$ cat config.mk
export PLATFORM = sky130hd
export DESIGN_NAME = uart_txq_top
export DESIGN_NICKNAME = d
export VERILOG_FILES = /design/src/rtl/uart_txq_pkg.sv /design/src/rtl/uart_txq_baud.sv /design/src/rtl/uart_txq_fifo.sv /design/src/rtl/uart_txq_shift.sv /design/src/rtl/uart_txq_top.sv
export SDC_FILE = /design/constraint.sdc
export NUM_CORES = 1
export LEC_CHECK = 0
export ABC_AREA = 1
export BUFFER_PORTS_ARGS = -buffer_cell sky130_fd_sc_hd__buf_4
export CORE_MARGIN = 4
export CORE_UTILIZATION = 30
export DETAILED_ROUTE_END_ITERATION = 10
export PLACE_DENSITY = 0.51
export REMOVE_ABC_BUFFERS = 1
export SLEW_MARGIN = 0
export SYNTH_ARGS = -nofsm -noshare
export SYNTH_HDL_FRONTEND = slang
export SYNTH_SLANG_ARGS = --single-unit
$ cat constraint.sdc
create_clock -name clk -period 2.8 [get_ports clk]
set_input_delay 0.56 -clock clk [delete_from_list [all_inputs] [get_ports clk]]
set_output_delay 0.56 -clock clk [all_outputs]
set_load 0.005 [all_outputs]
$ cat src/rtl/uart_txq_pkg.sv
package uart_txq_pkg;

    localparam int WORD_W = 9;

    typedef enum logic {
        IRQ_EACH  = 1'b0,
        IRQ_DRAIN = 1'b1
    } irq_mode_e;

endpackage

$ cat src/rtl/uart_txq_baud.sv
module uart_txq_baud #(
    parameter int DIV = 16
) (
    input  logic clk,
    input  logic rst_n,
    input  logic run,
    output logic tick
);
    localparam int CW = (DIV > 2) ? $clog2(DIV) : 1;

    typedef struct packed {
        logic [CW-1:0] cnt;
        logic          tick;
    } baud_t;

    baud_t q, n;

    always_comb begin
        n = q;
        n.tick = 1'b0;
        if (!run) begin
            n.cnt = '0;
        end else if (q.cnt == CW'(DIV - 1)) begin
            n.cnt  = '0;
            n.tick = 1'b1;
        end else begin
            n.cnt = q.cnt + 1'b1;
        end
    end

    always_ff @(posedge clk) begin
        if (!rst_n) q <= '0;
        else        q <= n;
    end

    assign tick = q.tick;

    // bit clock pauses entirely while disabled
    a_r11_tick_needs_run: assert property (@(posedge clk) disable iff (!rst_n)
        !run |=> !tick);

endmodule

$ cat src/rtl/uart_txq_fifo.sv
module uart_txq_fifo #(
    parameter int DEPTH = 4,
    parameter int WIDTH = 9
) (
    input  logic             clk,
    input  logic             rst_n,
    input  logic             push,
    input  logic [WIDTH-1:0] push_data,
    input  logic             pop,
    output logic [WIDTH-1:0] head,
    output logic             avail,
    output logic             full,
    output logic             last,
    output logic             accepted
);
    localparam int AW = (DEPTH > 2) ? $clog2(DEPTH) : 1;
    localparam int CW = $clog2(DEPTH + 1);

    typedef struct packed {
        logic [DEPTH-1:0][WIDTH-1:0] mem;
        logic [AW-1:0]               wptr;
        logic [AW-1:0]               rptr;
        logic [CW-1:0]               cnt;
    } fifo_t;

    fifo_t q, n;
    logic  push_ok, pop_ok;

    always_comb begin
        n       = q;
        push_ok = push && (q.cnt != CW'(DEPTH));
        pop_ok  = pop && (q.cnt != '0);
        if (push_ok) begin
            n.mem[q.wptr] = push_data;
            n.wptr = (q.wptr == AW'(DEPTH - 1)) ? '0 : q.wptr + 1'b1;
        end
        if (pop_ok) begin
            n.rptr = (q.rptr == AW'(DEPTH - 1)) ? '0 : q.rptr + 1'b1;
        end
        n.cnt = q.cnt + CW'(push_ok) - CW'(pop_ok);
    end

    always_ff @(posedge clk) begin
        if (!rst_n) q <= '0;
        else        q <= n;
    end

    assign head     = q.mem[q.rptr];
    assign avail    = (q.cnt != '0);
    assign full     = (q.cnt == CW'(DEPTH));
    assign last     = (q.cnt == CW'(1));
    assign accepted = push_ok;

    // occupancy never exceeds the slot count
    a_r2_count_bound: assert property (@(posedge clk) disable iff (!rst_n)
        q.cnt <= CW'(DEPTH));

    // a write into a full queue leaves it full and its contents untouched
    a_r4_drop_when_full: assert property (@(posedge clk) disable iff (!rst_n)
        (full && push && !pop) |=> (full && $stable(q.mem)));

endmodule

$ cat src/rtl/uart_txq_shift.sv
module uart_txq_shift #(
    parameter int WIDTH = 9
) (
    input  logic             clk,
    input  logic             rst_n,
    input  logic             tick,
    input  logic             avail,
    input  logic [WIDTH-1:0] head,
    output logic             load,
    output logic             line,
    output logic             empty
);
    localparam int FB   = WIDTH + 2;
    localparam int CW   = $clog2(FB);
    localparam int LAST = FB - 1;

    typedef struct packed {
        logic [FB-1:0] frame;
        logic [CW-1:0] cnt;
        logic          busy;
    } shift_t;

    shift_t q, n;

    always_comb begin
        n    = q;
        load = 1'b0;
        if (tick) begin
            if (q.busy) begin
                if (q.cnt == CW'(LAST)) begin
                    if (avail) load = 1'b1;
                    else       n.busy = 1'b0;
                end else begin
                    n.frame = {1'b1, q.frame[FB-1:1]};
                    n.cnt   = q.cnt + 1'b1;
                end
            end else if (avail) begin
                load = 1'b1;
            end
        end
        if (load) begin
            n.frame = {1'b1, head, 1'b0};
            n.cnt   = '0;
            n.busy  = 1'b1;
        end
    end

    always_ff @(posedge clk) begin
        if (!rst_n) q <= {{FB{1'b1}}, {CW{1'b0}}, 1'b0};
        else        q <= n;
    end

    assign line  = q.busy ? q.frame[0] : 1'b1;
    assign empty = !q.busy;

    // the line only moves on a bit-clock boundary
    a_r11_bit_hold: assert property (@(posedge clk) disable iff (!rst_n)
        !tick |=> $stable(line));

    // a waiting word follows the stop bit directly with a start bit
    a_r12_no_gap: assert property (@(posedge clk) disable iff (!rst_n)
        (tick && q.busy && q.cnt == CW'(LAST) && avail) |=> (!empty && !line));

endmodule

$ cat src/rtl/uart_txq_top.sv
module uart_txq_top
    import uart_txq_pkg::*;
#(
    parameter int DEPTH = 4,
    parameter int WIDTH = WORD_W,
    parameter int DIV   = 16
) (
    input  logic             clk,
    input  logic             rst_n,
    input  logic             tx_en,
    input  logic             irq_mode,
    input  logic             wr_stb,
    input  logic [WIDTH-1:0] wr_data,
    input  logic             flag_clr,
    output logic             tx_line,
    output logic             buf_full,
    output logic             tsr_empty,
    output logic             tx_flag
);
    logic             tick, load, avail, last, accepted;
    logic [WIDTH-1:0] head;

    uart_txq_baud #(.DIV(DIV)) baud_i (
        .clk(clk), .rst_n(rst_n), .run(tx_en), .tick(tick)
    );

    uart_txq_fifo #(.DEPTH(DEPTH), .WIDTH(WIDTH)) fifo_i (
        .clk(clk), .rst_n(rst_n), .push(wr_stb), .push_data(wr_data),
        .pop(load), .head(head), .avail(avail), .full(buf_full),
        .last(last), .accepted(accepted)
    );

    uart_txq_shift #(.WIDTH(WIDTH)) shift_i (
        .clk(clk), .rst_n(rst_n), .tick(tick), .avail(avail), .head(head),
        .load(load), .line(tx_line), .empty(tsr_empty)
    );

    typedef struct packed {
        logic flag;
        logic en_prev;
    } irq_t;

    irq_t q, n;
    logic set_ev;

    always_comb begin
        n         = q;
        n.en_prev = tx_en;
        set_ev    = (tx_en && !q.en_prev)
                 || (load && (irq_mode == IRQ_EACH))
                 || (load && (irq_mode == IRQ_DRAIN) && last && !accepted);
        if (set_ev)        n.flag = 1'b1;
        else if (flag_clr) n.flag = 1'b0;
    end

    always_ff @(posedge clk) begin
        if (!rst_n) q <= '0;
        else        q <= n;
    end

    assign tx_flag = q.flag;

    // every hand-off raises the flag in "each" mode
    a_r5_each_move: assert property (@(posedge clk) disable iff (!rst_n)
        (load && irq_mode == IRQ_EACH) |=> tx_flag);

    // flag holds until cleared
    a_r8_sticky: assert property (@(posedge clk) disable iff (!rst_n)
        (tx_flag && !flag_clr) |=> tx_flag);

    // switching the transmitter on raises the flag
    a_r7_enable_sets: assert property (@(posedge clk) disable iff (!rst_n)
        (tx_en && !q.en_prev) |=> tx_flag);

endmodule

==> results of run 1 <==
-- registers in the layout, indices dropped and copies added (netlist names) --
name,cells
q,1
fifo_i.q,43
tx_flag,1
shift_i.q,15
baud_i.tick,1
baud_i.q,4
-- cell usage in the layout (no fill, tap or decap) --
master                         n
sky130_fd_sc_hd__nand2_1     155
sky130_fd_sc_hd__nor2_1       84
sky130_fd_sc_hd__inv_1        70
sky130_fd_sc_hd__dfxtp_1      65
sky130_fd_sc_hd__nand3_1      41
sky130_fd_sc_hd__buf_4        23
sky130_fd_sc_hd__nand4_1      11
sky130_fd_sc_hd__ha_1         10
sky130_fd_sc_hd__a21oi_1       9
sky130_fd_sc_hd__clkbuf_8      9
sky130_fd_sc_hd__nand2_2       7
sky130_fd_sc_hd__nand3_4       5
sky130_fd_sc_hd__inv_2         4
sky130_fd_sc_hd__o21ai_0       4
sky130_fd_sc_hd__or2_2         3
sky130_fd_sc_hd__clkinv_2      3
sky130_fd_sc_hd__nand3_2       2
sky130_fd_sc_hd__xnor2_1       2
sky130_fd_sc_hd__o211ai_1      2
sky130_fd_sc_hd__bufinv_16     2
sky130_fd_sc_hd__nor2_2        1
sky130_fd_sc_hd__nor2_4        1
sky130_fd_sc_hd__clkinv_1      1
sky130_fd_sc_hd__o22ai_1       1
sky130_fd_sc_hd__nand3b_1      1
sky130_fd_sc_hd__fa_1          1
sky130_fd_sc_hd__clkinvlp_4    1
sky130_fd_sc_hd__clkbuf_1      1
-- report_power, final --
| group | leakage [nW] | total (mW) | switching [mW] | internal [mW] |
|---|---|---|---|---|
| registers | 0.530 | 1.02 | 0.0295 | 0.992 |
| logic | 1.34 | 0.339 | 0.216 | 0.123 |
| clock network | 0.106 | 0.869 | 0.372 | 0.497 |
-- worst reg2reg max path, stage by stage, from the launching register on --
cell and delay (ps):
sky130_fd_sc_hd__dfxtp_1 390, sky130_fd_sc_hd__inv_1 80, sky130_fd_sc_hd__ha_1 200, sky130_fd_sc_hd__nand3_2 80, sky130_fd_sc_hd__nand2_2 90, sky130_fd_sc_hd__inv_2 80, sky130_fd_sc_hd__nor2_4 30, sky130_fd_sc_hd__ha_1 290
sky130_fd_sc_hd__inv_1 60, sky130_fd_sc_hd__ha_1 130, sky130_fd_sc_hd__inv_1 50, sky130_fd_sc_hd__fa_1 350, sky130_fd_sc_hd__inv_1 80, sky130_fd_sc_hd__o21ai_0 80, sky130_fd_sc_hd__a21oi_1 140
-- kinds of logic (layout without fill, tap and decap cells) --
group           after synthesis  in the layout  share of synthesized area (%)
simple gates                311            311                           40.9
buf+inv                      96            114                           12.7
flops                        65             65                           38.9
compound gates               16             16                           2.58
fa+ha+maj                    11             11                           4.34
xor+xnor                      2              2                          0.524
-- how the worst min path moves through the flow --
stage | start | to | slack (ps) | cells past startpoint
finish | baud_i.q[1]$_SDFF_PP0_ | baud_i.q[1]$_SDFF_PP0_ | 450 | 1
global route | wr_data[2] | fifo_i.q[18]$_SDFFE_PN0P_ | 480 | 3
CTS | wr_data[3] | fifo_i.q[10]$_SDFFE_PN0P_ | 450 | 3
detailed placement | baud_i.q[1]$_SDFF_PP0_ | baud_i.q[1]$_SDFF_PP0_ | 440 | 1
global placement | baud_i.q[1]$_SDFF_PP0_ | baud_i.q[1]$_SDFF_PP0_ | 430 | 1
floorplan | baud_i.q[1]$_SDFF_PP0_ | baud_i.q[1]$_SDFF_PP0_ | 420 | 1
-- final cells by class --
type                       instances  area (um2)  share of cell area, %
timing repair buffer              23         173                   4.60
clock inverter                     6        82.6                   2.20
multi-input combinational        340        1620                   43.0
sequential                        65        1300                   34.6
tap                              140         175                   4.66
inverter                          75         282                   7.50
clock buffer                      10         128                   3.40
-- layer usage --
metal,GRT usage (%),vias to the layer above,routed length [um]
met5,0,-,0
met4,5.05,0,97
met3,2.02,8,214
met2,19.8,28,3310
met1,15.6,1326,3540
li1,-,1543,-
-- per-stage QoR --
stage / std cells / total power, mW / setup slack, ps
after floorplan: 480 / 1.29 / 581
after global placement: 643 / 1.38 / 665
after global routing: 659 / 2.37 / 421
after detailed placement: 643 / 1.39 / 598
after CTS: 659 / 2.27 / 579
final: 659 / 2.23 / 593
==> out/metrics.cfg, run 1 <==
[setup_path]
cp_data_arrival_time_ps = 2480
crit_chain = inv_1 > ha_1 > nand3_2 > nand2_2 > inv_2 > nor2_4 > ha_1 > inv_1 > ha_1 > inv_1 > fa_1 > inv_1 > o21ai_0 > a21oi_1
crit_slowest_cell = sky130_fd_sc_hd__dfxtp_1
regToRegEndpoint = fifo_i.q[2]$_SDFF_PN0_
critical_path.endpoint_type = register
rr_startpoint = shift_i.q[1]$_SDFFE_PP0P_
critical_path.max_fanout = 5
setup.worst_path.class = reg2reg
critPathTopFamily = adder cells
r2r.worst_path.cells = 14
cpPeakStageDelay_ps = 390
r2r_slack_ps = 590
critical_path_endpoint = fifo_i.q[2]$_SDFF_PN0_
crit_buf_inv = 5
crit_path_start = shift_i.q[1]$_SDFFE_PP0P_
critPathMostFrequentCell = sky130_fd_sc_hd__inv_1
cp_num_cells = 14
critical_path.startpoint_type = register
timing.critical_path.required_ps = 3070

[yosys]
synth_top_flop_cell = sky130_fd_sc_hd__dfxtp_1
ys_seq_area_share_pct = 38.9
synth_cell_types = 27
post_synth.cell_area_avg_um2 = 6.67
synth-warning-count = 0
netlist.top_cell.by_area = sky130_fd_sc_hd__dfxtp_1
yosysMostFrequentCell = sky130_fd_sc_hd__nand2_1
syn_inst = 501
synth.cell_area_um2 = 3340
yosys-top-cells-count = sky130_fd_sc_hd__nand2_1 (155), sky130_fd_sc_hd__nor2_1 (84), sky130_fd_sc_hd__inv_1 (70)
netlist_top_cells_area = sky130_fd_sc_hd__dfxtp_1 (39%), sky130_fd_sc_hd__nand2_1 (17%), sky130_fd_sc_hd__nor2_1 (9.4%)
synth_largest_type_area_fraction_pct = 38.9
synth_async_sr_flop_share_pct = 0
number_of_synthesized_flops_with_an_enable_pin = 0
synth.ff_latch_count = 65

[clock_network]
path_clk_slew_ps = 80
root_driver = sky130_fd_sc_hd__clkbuf_8
cts_tree = yes
post_cts_repair_resize_count = 0
cts_setup_buffers = 0
clock-sinks = 65
later_pin_clock_latency_in_the_skew_report_ps = 340
numCtsBuffers = 9
clock_path_buffers = 2
hold_bufs_inserted_after_cts = 0
cts_htree_levels = 3

[sta]
finalSetupTns_ps = 0
finClkSkew_ps = 11.6
rsz0062_at_grt = false
finalCriticalPeriod_ps = 2210
fmax_mhz = 453
tightestPinTransition_ps = 607
finalMaxSlewViolations = 0
final_worst_path_cycle_share_pct = 78.8
slew_headroom_pct = 59.5
final.hold.worst_slack_ps = 452
timing_hold_violations_final = 0
setup_viol = 0

[grt]
grt.overflow.total = 0
grt_use_total_pct = 12.0
grt_max_degree = 57
antenna_found_initial = 0
first_global_vias = 2794
wire_length_of_the_first_global_routing_pass_um = 12600

[route]
drt_drc_violations_left = 0
drt_wl_total_um = 7170
firstDrtPassIters = 4
via_count = 2905
dr.first_iter.drc_count = 143
vias_per_cell = 4.41
final_antenna_net_count = 0
route.detailed.wl_per_inst_um = 10.9

[die]
fp.dieArea_um2 = 12900
die_width_um = 114
core_area_um2 = 10900
pin_count = 19
rows = 38
fp.dieH_um = 114
start_util_pct = 30.7

[layout]
fin_util_pct = 34.5
insertedDiodeCount = 0
area_growth_from_synthesis_to_final_layout_pct = 12.4
num-nets-final = 540
nFillCells = 1186
design_area_final_um2 = 3760
drive_above_1_share_pct = 11.8

[place]
gpl.final_weighted_congestion = 0.738
detailed_place_hpwl_um = 4730
port_buffers = 18
placed_instance_area_um2 = 3550

[pwr]
powerDensity_nw_per_um2 = 594
leakage_nw = 1.97
vdd_ir_drop_max_v = 0.000223

[job]
drv_cap = 0

[outcome]
status = finished, final reports clean

[worst_hold_path]
holdCritPathClass = reg2reg

Note: power is estimated with default switching activity, not from simulation.
==> run 2, diff against run 1 <==
- PLACE_DENSITY: 0.51 -> 0.53
- clock period: 2.8 -> 1.9 ns (I/O delays scaled with it)
==> out/metrics.cfg, run 2 (synthesized netlist as in run 1, its figures left out) <==
[sta]
final.hold.worst_slack_ps = 288
fmax_mhz = 506
timing_hold_violations_final = 0
slew_headroom_pct = 62.5
finClkSkew_ps = 9.30
final_worst_path_cycle_share_pct = 104
tightestPinTransition_ps = 562
finalSetupTns_ps = -119
rsz0062_at_grt = true
setup_ws_ps = -75.3
finalMaxSlewViolations = 0
setup_viol = 2
finalCriticalPeriod_ps = 1980

[clock_network]
clock_path_buffers = 2
numCtsBuffers = 9
root_driver = sky130_fd_sc_hd__clkbuf_8
clock-sinks = 65
cts_htree_levels = 3
cts_tree = yes
later_pin_clock_latency_in_the_skew_report_ps = 340
path_clk_slew_ps = 70

[layout]
fin_util_pct = 36.1
design_area_final_um2 = 3930
largestRegisters = fifo_i.q (43), shift_i.q (15), baud_i.q (4)
drive_above_1_share_pct = 16.5
area_growth_from_synthesis_to_final_layout_pct = 17.7
largest_reg_flops = 43
layoutNonFillerInstCount = 674
largest-register = fifo_i.q
nFillCells = 1159
final_cell_mix = sky130_fd_sc_hd__nand2_1 (155), sky130_fd_sc_hd__nor2_1 (83), sky130_fd_sc_hd__inv_1 (66)
layout_commonest_cell = sky130_fd_sc_hd__nand2_1
insertedDiodeCount = 0
num-nets-final = 557

[setup_path]
setup.worst_path.class = reg2reg
crit_path_start = shift_i.q[2]$_SDFFE_PP0P_
critPathTopFamily = adder cells
r2r_slack_ps = -80
cp_data_arrival_time_ps = 2220
critical_path_endpoint = fifo_i.q[1]$_SDFF_PN0_
timing.critical_path.required_ps = 2140
rr_startpoint = shift_i.q[2]$_SDFFE_PP0P_
cpPeakStageDelay_ps = 550
regToRegEndpoint = fifo_i.q[1]$_SDFF_PN0_
critical_path.max_fanout = 2
critPathMostFrequentCell = sky130_fd_sc_hd__ha_4
crit_chain = ha_4 > nand3_4 > nand2_2 > inv_2 > nor2_4 > ha_4 > inv_4 > ha_4 > inv_2 > fa_2 > nor2_2
crit_slowest_cell = sky130_fd_sc_hd__fa_2
crit_buf_inv = 3
cp_num_cells = 11
critical_path.endpoint_type = register
r2r.worst_path.cells = 11
critical_path.startpoint_type = register

[route]
firstDrtPassIters = 4
final_antenna_net_count = 0
drt_drc_violations_left = 0
route.detailed.wl_per_inst_um = 11.1
drt_wl_total_um = 7500
via_count = 2944
vias_per_cell = 4.37
dr.first_iter.drc_count = 194

[worst_hold_path]
hold_depth = 3
holdCritPathClass = in2reg

[place]
port_buffers = 18
gpl.final_weighted_congestion = 0.785
detailed_place_hpwl_um = 4960
dp.cells = 656
placed_instance_area_um2 = 3640

[die]
start_util_pct = 30.7
core_area_um2 = 10900
rows = 38
die_width_um = 114
fp.dieArea_um2 = 12900
pin_count = 19
fp.dieH_um = 114

[grt]
grt_max_degree = 29
grt_use_total_pct = 12.7
wire_length_of_the_first_global_routing_pass_um = 13400
antenna_found_initial = 0
first_global_vias = 2955
grt.overflow.total = 0

[pwr]
leakage_nw = 2.05
vdd_ir_drop_max_v = 0.000355
powerDensity_nw_per_um2 = 833

[outcome]
failed_checks = negative setup slack
status = finished, violations left

[job]
drv_cap = 0

==> run 2: worst min-delay path by stage <==
stage,start,to
2_1_floorplan,baud_i.q[1]$_SDFF_PP0_,baud_i.q[1]$_SDFF_PP0_
3_3_place_gp,baud_i.q[1]$_SDFF_PP0_,baud_i.q[1]$_SDFF_PP0_
3_5_place_dp,baud_i.q[1]$_SDFF_PP0_,baud_i.q[1]$_SDFF_PP0_
4_1_cts,wr_data[6],fifo_i.q[22]$_SDFFE_PN0P_
5_1_grt,wr_data[6],fifo_i.q[22]$_SDFFE_PN0P_
6_report,wr_data[6],fifo_i.q[22]$_SDFFE_PN0P_
==> run 2: report_power, final <==
part           switching, mW  total, mW  internal (mW)
Sequential            0.0352       1.50           1.46
Combinational          0.349      0.556          0.207
Clock                  0.525       1.22          0.700
==> run 2: area by class of cell <==
type / instances / area [um2] / area share (%)
tap: 140 / 175 / 4.45
timing repair buffer: 40 / 300 / 7.63
clock buffer: 12 / 165 / 4.20
sequential: 65 / 1300 / 33.1
inverter: 75 / 284 / 7.22
multi-input combinational: 340 / 1670 / 42.4
clock inverter: 2 / 37.5 / 0.954
==> run 2: worst register-to-register path, delay by kind of cell (launching register included) <==
kind | cells | cell delay (ps)
fa+ha+maj | 4 | 1050
flops | 1 | 390
simple gates | 4 | 310
buf+inv | 3 | 140
==> run 2: metrics by stage <==
stage	power (mW)	worst slack [ps]
2_1_floorplan	1.90	-319
3_3_place_gp	2.05	-86.0
3_5_place_dp	2.06	-119
4_1_cts	3.30	-29.5
5_1_grt	3.47	-156
6_report	3.28	-75.3
==> run 2: timing repair <==
item                                   4_1_cts  5_1_grt
endpoints found under the hold margin        0        0
gates resized for setup                      6       10
setup buffers                                2        2
pin swaps                                    2        7
setup endpoints to repair                    2        2
hold buffers                                 0        0
==> run 2: layer usage <==
layer / GRT usage [%] / vias to the layer above / share of wire, % / wire [um]
met5: 0 / - / 0 / 0
met4: 5.29 / 0 / 2.0 / 153
met3: 2.23 / 15 / 3.0 / 228
met2: 21.2 / 36 / 46 / 3470
met1: 16.1 / 1320 / 49 / 3650
li1: - / 1573 / - / -
==> run 3, diff against run 2 <==
- SKIP_CTS_REPAIR_TIMING: unset -> 1
==> out/metrics.cfg, run 3 (synthesized netlist as in run 1, its figures left out) <==
[sta]
finalMaxSlewViolations = 0
setup_ws_ps = -62.8
finalSetupTns_ps = -93.1
slew_headroom_pct = 62.5
final.hold.worst_slack_ps = 289
setup_viol = 2
rsz0062_at_grt = true
tightestPinTransition_ps = 562
timing_hold_violations_final = 0
finClkSkew_ps = 8.62
fmax_mhz = 509
final_worst_path_cycle_share_pct = 103
finalCriticalPeriod_ps = 1960

[layout]
final_cell_mix = sky130_fd_sc_hd__nand2_1 (155), sky130_fd_sc_hd__nor2_1 (83), sky130_fd_sc_hd__inv_1 (66)
largestRegisters = fifo_i.q (43), shift_i.q (15), baud_i.q (4)
insertedDiodeCount = 0
layout_commonest_cell = sky130_fd_sc_hd__nand2_1
num-nets-final = 554
largest-register = fifo_i.q
drive_above_1_share_pct = 16.2
area_growth_from_synthesis_to_final_layout_pct = 17.1
largest_reg_flops = 43

[route]
route.detailed.wl_per_inst_um = 11.1
wirelength_met1_um = 3550
dr.first_iter.drc_count = 194
routed.top_layer = met4
via_count = 2933
drt_drc_violations_left = 0
met2_wirelength_um = 3430
vias_per_cell = 4.37
firstDrtPassIters = 4
final_antenna_net_count = 0
wl_met3_um = 328
drt_wl_total_um = 7440

[job]
drv_cap = 0

[place]
pre_cts_ws_ps = -119
gpl.final_weighted_congestion = 0.785
port_buffers = 18
detailed_place_hpwl_um = 4960

[die]
fp.dieArea_um2 = 12900
start_util_pct = 30.7
pin_count = 19
fp.dieH_um = 114
die_width_um = 114
core_area_um2 = 10900
rows = 38

[setup_path]
cpPeakStageDelay_ps = 550
timing.critical_path.required_ps = 2140
critPathTopFamily = adder cells
crit_buf_inv = 4
cp_data_arrival_time_ps = 2210
critical_path.startpoint_type = register
crit_slowest_cell = sky130_fd_sc_hd__fa_2
critical_path.endpoint_type = register
crit_chain = inv_2 > ha_4 > nand3_4 > nand2_2 > inv_2 > nor2_4 > ha_4 > inv_4 > ha_4 > inv_2 > fa_2 > nor2_2
setup.worst_path.class = reg2reg
critical_path.max_fanout = 2

[clock_network]
path_clk_slew_ps = 70
cts_tree = yes
clock_path_buffers = 2
later_pin_clock_latency_in_the_skew_report_ps = 340
clock-sinks = 65
cts_htree_levels = 3
root_driver = sky130_fd_sc_hd__clkbuf_8
numCtsBuffers = 9

[grt]
grt_use_total_pct = 12.6
first_global_vias = 2931
grt_max_degree = 29
wire_length_of_the_first_global_routing_pass_um = 13300
grt.overflow.total = 0
antenna_found_initial = 0

[outcome]
status = finished, violations left
failed_checks = negative setup slack

[pwr]
vdd_ir_drop_max_v = 0.000354
leakage_nw = 2.03
powerDensity_nw_per_um2 = 837

[worst_hold_path]
holdCritPathClass = in2reg

run 3: per-stage QoR:
stage	area [um2]	cells	total power [mW]	utilization (%)
2_1_floorplan	3200	480	1.90	-
3_3_place_gp	3640	656	2.05	33.5
3_5_place_dp	3640	656	2.06	33.5
4_1_cts	3850	670	3.30	35.3
5_1_grt	3910	671	3.47	35.9
6_report	3910	671	3.28	35.9
run 3: area by class of cell:
cell class                      count  area, um2
Clock buffer                       12        165
Clock inverter                      2       37.5
Fill cell                        1158       6980
Inverter                           75        284
Multi-Input combinational cell    340       1670
Sequential cell                    65       1300
Tap cell                          140        175
Timing Repair Buffer               37        278
run 3: path summary, 6_finish.rpt:
path | startpoint | endpoint | slack, ps | cells after the start
worst max-delay path | shift_i.q[1]$_SDFFE_PP0P_ | fifo_i.q[1]$_SDFF_PN0_ | -60 | 12
worst min-delay path | wr_data[6] | fifo_i.q[22]$_SDFFE_PN0P_ | 290 | 3
worst max register to register | shift_i.q[1]$_SDFFE_PP0P_ | fifo_i.q[1]$_SDFF_PN0_ | -60 | 12
worst min register to register | baud_i.q[1]$_SDFF_PP0_ | baud_i.q[1]$_SDFF_PP0_ | 450 | 1
run 3: power by group:
part           switching, mW  internal, mW
Clock                  0.523         0.699
Sequential            0.0355          1.46
Combinational          0.348         0.207
Total                  0.907          2.37
run 3: routing by layer:
metal  global-route usage (%)  vias to the layer above
li1                         -                     1565
met1                     16.1                     1302
met2                     20.9                       53
met3                     2.23                       13
met4                     5.29                        0
met5                        0                        -
run 3: worst min-delay path, cell delays in order:
cell	delay, ps
sky130_fd_sc_hd__buf_4	100
sky130_fd_sc_hd__nor2_1	40
sky130_fd_sc_hd__nor2_1	80
